[src/rtl/irq_prio_pkg.sv]
package irq_prio_pkg;
    localparam int unsigned DEF_LINES   = 8;
    localparam int unsigned DEF_CASCADE = 2;

    function automatic logic [DEF_LINES-1:0] line_bit(input logic [$clog2(DEF_LINES)-1:0] idx);
        line_bit = '0;
        line_bit[idx] = 1'b1;
    endfunction
endpackage

[src/rtl/irq_line_sampler.sv]
module irq_line_sampler #(
    parameter int unsigned LINES = 8
) (
    input  logic [LINES-1:0] irq_in,
    input  logic [LINES-1:0] trig_level,
    input  logic [LINES-1:0] hist_q,
    input  logic [LINES-1:0] pend_q,
    input  logic [LINES-1:0] consume,
    output logic [LINES-1:0] pend_next,
    output logic [LINES-1:0] hist_next
);
    for (genvar i = 0; i < LINES; i++) begin : g_line
        // level lines track the input, edge lines latch a rising edge
        assign pend_next[i] = trig_level[i] ? irq_in[i]
                            : ((pend_q[i] & ~consume[i]) | (irq_in[i] & ~hist_q[i]));
        assign hist_next[i] = irq_in[i];
    end
endmodule

[src/rtl/irq_prio_search.sv]
module irq_prio_search #(
    parameter int unsigned LINES = 8,
    localparam int unsigned IW   = $clog2(LINES)
) (
    input  logic [LINES-1:0] req,
    input  logic [IW-1:0]    base,
    output logic [IW:0]      slot,
    output logic [IW-1:0]    line
);
    logic [LINES-1:0] rotated;

    always_comb begin
        for (int p = 0; p < LINES; p++) begin
            rotated[p] = req[IW'(p) + base];
        end
    end

    always_comb begin
        slot = (IW+1)'(LINES);
        for (int p = LINES - 1; p >= 0; p--) begin
            if (rotated[p]) slot = (IW+1)'(p);
        end
    end

    assign line = slot[IW-1:0] + base;
endmodule

[src/rtl/irq_prio_resolver.sv]
module irq_prio_resolver
    import irq_prio_pkg::*;
#(
    parameter int unsigned LINES   = DEF_LINES,
    parameter int unsigned CASCADE = DEF_CASCADE,
    localparam int unsigned IW     = $clog2(LINES)
) (
    input  logic             clk,
    input  logic             rst_n,
    input  logic [LINES-1:0] irq_in,
    input  logic [LINES-1:0] irq_mask,
    input  logic [LINES-1:0] trig_level,
    input  logic             auto_eoi,
    input  logic             rotate_aeoi,
    input  logic             nested_casc,
    input  logic             base_load,
    input  logic [IW-1:0]    base_val,
    input  logic             int_ack,
    output logic             int_req,
    output logic             ack_valid,
    output logic [IW-1:0]    ack_line,
    output logic             ack_spurious,
    output logic [LINES-1:0] pending_o,
    output logic [LINES-1:0] in_service_o,
    output logic [IW-1:0]    prio_base
);
    localparam logic [LINES-1:0] CASC_BIT = LINES'(1) << CASCADE;
    localparam logic [IW-1:0]    SPUR_LINE = IW'(LINES - 1);

    typedef struct packed {
        logic [LINES-1:0] pend;
        logic [LINES-1:0] insvc;
        logic [LINES-1:0] hist;
        logic [IW-1:0]    base;
        logic             intr;
        logic             avld;
        logic             aspur;
        logic [IW-1:0]    aline;
    } state_t;

    state_t st_q, st_d;

    logic [LINES-1:0] cand, svc_view, win_bit, consume_v;
    logic [LINES-1:0] pend_next, hist_next;
    logic [IW:0]      cand_slot, svc_slot;
    logic [IW-1:0]    cand_line, svc_line;
    logic             preempt, take;

    assign cand     = st_q.pend & ~irq_mask;
    assign svc_view = st_q.insvc & ~(nested_casc ? CASC_BIT : '0);

    irq_prio_search #(.LINES(LINES)) u_cand (
        .req(cand), .base(st_q.base), .slot(cand_slot), .line(cand_line)
    );

    irq_prio_search #(.LINES(LINES)) u_svc (
        .req(svc_view), .base(st_q.base), .slot(svc_slot), .line(svc_line)
    );

    assign preempt   = cand_slot < svc_slot;
    assign take      = int_ack & preempt;
    assign win_bit   = LINES'(1) << cand_line;
    assign consume_v = take ? (win_bit & ~trig_level) : '0;

    irq_line_sampler #(.LINES(LINES)) u_samp (
        .irq_in(irq_in), .trig_level(trig_level), .hist_q(st_q.hist),
        .pend_q(st_q.pend), .consume(consume_v),
        .pend_next(pend_next), .hist_next(hist_next)
    );

    always_comb begin
        st_d       = st_q;
        st_d.pend  = pend_next;
        st_d.hist  = hist_next;
        if (take && !auto_eoi) st_d.insvc = st_q.insvc | win_bit;
        if (take && auto_eoi && rotate_aeoi) begin
            st_d.base = cand_line + IW'(1);
        end else if (base_load) begin
            st_d.base = base_val;
        end
        st_d.intr  = preempt;
        st_d.avld  = int_ack;
        st_d.aspur = int_ack & ~preempt;
        st_d.aline = preempt ? cand_line : SPUR_LINE;
    end

    always_ff @(posedge clk or negedge rst_n) begin
        if (!rst_n) st_q <= '0;
        else        st_q <= st_d;
    end

    assign int_req      = st_q.intr;
    assign ack_valid    = st_q.avld;
    assign ack_line     = st_q.aline;
    assign ack_spurious = st_q.aspur;
    assign pending_o    = st_q.pend;
    assign in_service_o = st_q.insvc;
    assign prio_base    = st_q.base;
endmodule

[config.mk]
export PLATFORM = sky130hd
export DESIGN_NAME = irq_prio_resolver
export DESIGN_NICKNAME = d
export VERILOG_FILES = /design/src/rtl/irq_prio_pkg.sv /design/src/rtl/irq_line_sampler.sv /design/src/rtl/irq_prio_search.sv /design/src/rtl/irq_prio_resolver.sv
export SDC_FILE = /design/constraint.sdc
export NUM_CORES = 1
export LEC_CHECK = 0
export BUFFER_PORTS_ARGS = -buffer_cell sky130_fd_sc_hd__buf_2
export CORE_MARGIN = 10
export CORE_UTILIZATION = 50
export DETAILED_ROUTE_END_ITERATION = 10
export GPL_ROUTABILITY_DRIVEN = 1
export PLACE_DENSITY = 0.77
export SYNTH_ARGS = -nofsm -noshare
export SYNTH_HDL_FRONTEND = slang
export SYNTH_SLANG_ARGS = --single-unit
[constraint.sdc]
create_clock -name clk -period 4.2 [get_ports clk]
set_clock_uncertainty 0.2 [all_clocks]
set_input_delay 0 -clock clk [delete_from_list [all_inputs] [get_ports clk]]
set_output_delay 0 -clock clk [all_outputs]
set_load 0.01 [all_outputs]
==> flow_summary_export.csv <==
group,metric,value,unit
sta,drv_slew,0,
drt,drt_pass1_iterations,4,
min_path,hold_path.class,"input port to async pin",
sta,hold_viol,0,
grt,overflow,0,
final_layout,n_antenna_cell,0,
synthesis,synth_seq_cells,33,
sta,worst_pin_slew,0.7289,ns
worst_setup_path,r2r-end,"pending_o[7]$_DFF_PN0_",
synthesis,synth_compound_area_share,15.35,%
worst_setup_path,reg2reg_depth,14,
synthesis,synth-simple-area-share,17.05,%
worst_setup_path,rr_startpoint,"prio_base[1]$_DFFE_PN0P_",
synthesis,synth_edf_count,0,
worst_setup_path,criticalPathCategory,"register to register",
sta,slew_headroom,51.41,%
drt,avgRoutedWirePerCell,18.99,um
cts,cts.clk_slew.worst_paths,0.06,ns
final_layout,fin_nets,395,
cts,clk_latency,0.28,ns
run_status,status,"finished, final reports clean",
sta,holdWs,0.1210,ns
final_layout,drive_gt1_share,38.79,%
grt,grt.total_usage,17.29,%
sta,setup_viol,0,
drt,dr.first_iter.drc_count,183,
die,die_w,93.79,um
placed_design,post-dp-hpwl,5560,um
synthesis,postSynthAreaPerCell,10.35,sq um
worst_setup_path,crit_fanout,5,
sta,setup_tns,0,ns
synthesis,synth_fa_ha_area_share,6.250,%
worst_setup_path,end_kind,"register",
placed_design,gp_congestion,0.8639,
synthesis,async_flop_share,100.0,%
synthesis,syn-instance-count,263,
grt,grt_pass1_vias,2584,
die,die_h,93.79,um
placed_design,dpl-instance-area,0.002993,sq mm
cts,htree_levels,2,
drt,viasPerCell,5.873,
synthesis,synthXorXnorAreaFrac,1.976,%
synthesis,yosys.area.top_type_share,30.33,%
final_layout,final_cell_area,0.003550,sq mm
sta,post-route-period-util,99.90,%
final_layout,nFillCells,397,
synthesis,synth_top_family_by_area,"multiplexers",
synthesis,ys_top_cells_by_area,"dfrtp_1 (30%), mux4_2 (12%), buf_4 (6.1%)",
synthesis,seq_area_frac_synth,30.33,%
final_layout,area_growth,30.38,%
synthesis,synth_warnings,0,
die,start_util,52.31,%
worst_setup_path,arrival,4.16,ns
final_layout,multiInputGateArea,0.001758,sq mm
final_layout,regArea,825.8,sq um
die,rows,26,
synthesis,synth_nets,310,
sta,period_minus_slack,4.196,ns
cts,root_buffer,"clkbuf_8",
worst_setup_path,startpoint_type,"register",
synthesis,yosysTopAreaCell,"dfrtp_1",
sta,max_freq,238.3,MHz
drt,drtAntennaViolNets,0,
cts,cts_made_buffers,5,
final_layout,finalNonFillerCells,418,
worst_setup_path,cp.required,4.17,ns
drt,vias,2455,
synthesis,synth_mux_area_share,19.72,%
grt,grt_pass1_wl,12340,um
flow_run,cap_violations,0,
die,ios,59,
drt,wirelength,7937,um
synthesis,netlist_area,0.002723,sq mm
worst_setup_path,r2r_slack,0.004,ns
cts,clockBufferDepth,2,
cts,cts_tree,"done",
synthesis,dominantRegCellSynth,"dfrtp_1",
die,dieArea,0.008797,sq mm
grt,antenna_found_initial,0,
drt,drc_errors,0,
placed_design,placed_cells,375,
synthesis,ys_types,50,
die,core_area,0.005205,sq mm
placed_design,portBuffers,58,
grt,grt_max_degree,34,
cts,clock-sinks,33,
[timing repair]
item | CTS | global route
hold buffers | 26 | 0
pin swaps | 0 | 7
hold endpoints to repair | 62 | 0
endpoints found under the setup margin | 2 | 19
resized for setup | 3 | 27
cloned | 0 | 0
setup buffers | 0 | 10
[logic make-up after synthesis]
logic type,count (synthesis)
AO/OA/AOI/OAI,59
XOR/XNOR,4
adder cells (fa/ha/maj),13
buffers and inverters,41
flip-flops,33
multiplexers,33
AND/OR/NAND/NOR,80
[registers in the layout, indices dropped and copies added (netlist names)]
name / count
in_service_o: 8
prio_base: 3
ack_valid: 1
pending_o: 8
ack_spurious: 1
ack_line: 3
int_req: 1
st_q: 8
[per-layer routing]
layer | vias to the layer above | part of all wire [%] | global-route usage [%]
li1 | 1115 | - | -
met1 | 1206 | 36 | 18.98
met2 | 106 | 54 | 31.28
met3 | 28 | 6.9 | 4.077
met4 | 0 | 2.9 | 6.709
met5 | - | 0 | 0
[cell usage after synthesis, types with 2 or more instances]
master,n
and2_1,2
nor2b_1,20
a211oi_1,4
clkbuf_1,4
buf_2,2
o21ai_0,4
or2_2,2
a31oi_1,8
inv_2,3
nand3_1,9
dfrtp_1,33
nor2_1,6
nand2_1,14
ha_1,12
inv_1,8
xnor2_1,2
o31ai_1,2
nand2b_1,19
buf_4,22
buf_6,2
a32o_1,2
a21oi_1,10
mux4_2,15
a21boi_0,6
o211ai_1,5
mux2i_1,15
mux2_2,2
a31o_1,8
[metrics by stage]
step / util [%] / setup WS, ns
floorplan: - / 0.03540
global placement: 57.50 / -0.04762
detailed placement: 57.50 / -0.08782
CTS: 64.40 / -0.02122
global route: 68.20 / -0.1056
finish: 68.20 / 0.004408
[critical path, cell delays in order (launching register included)]
cell and delay [ns]:
dfrtp_1 0.45, inv_1 0.13, ha_4 0.30, mux4_2 0.51, mux2_2 0.30, a211oi_2 0.25, nand3_1 0.11, or2_2 0.29
ha_1 0.29, a211oi_1 0.23, nand2_1 0.13, nor4_4 0.27, buf_4 0.19, o211ai_1 0.13, a32o_2 0.30
[placed cells by master (no fill, tap or decap), types with 3 or more instances in the layout]
cell	n
nor2_1	5
buf_4	20
dfrtp_1	33
a31o_1	8
nand2_1	14
buf_6	4
a21boi_0	6
inv_2	3
nand3_1	9
buf_2	58
ha_1	9
inv_1	7
a21oi_1	10
dlygate4sd3_1	26
nor2b_1	20
a211oi_1	3
a31oi_1	7
nand2b_1	18
mux4_2	16
o211ai_1	5
mux2i_1	12
o21ai_0	4
clkbuf_8	6
[layout make-up]
cell class	count	share of cell area, %
Clock buffer	7	2.432
Timing Repair Buffer	108	21.01
Tap cell	70	2.467
Sequential cell	33	23.26
Multi-Input combinational cell	189	49.52
Inverter	11	1.304
[worst max path at each step]
stage,startpoint,to,slack (ns),cells past startpoint
2_1_floorplan,prio_base[1]$_DFFE_PN0P_,pending_o[0]$_DFF_PN0_,0.04,16
3_3_place_gp,prio_base[0]$_DFFE_PN0P_,pending_o[3]$_DFF_PN0_,-0.05,15
3_5_place_dp,prio_base[0]$_DFFE_PN0P_,pending_o[3]$_DFF_PN0_,-0.09,15
4_1_cts,prio_base[0]$_DFFE_PN0P_,pending_o[3]$_DFF_PN0_,-0.02,15
5_1_grt,prio_base[1]$_DFFE_PN0P_,pending_o[7]$_DFF_PN0_,-0.11,14
6_report,prio_base[1]$_DFFE_PN0P_,pending_o[7]$_DFF_PN0_,0.004,14
Power is not shown: default switching activity piles up to over one toggle a cycle in this logic, so the estimate is an artifact.
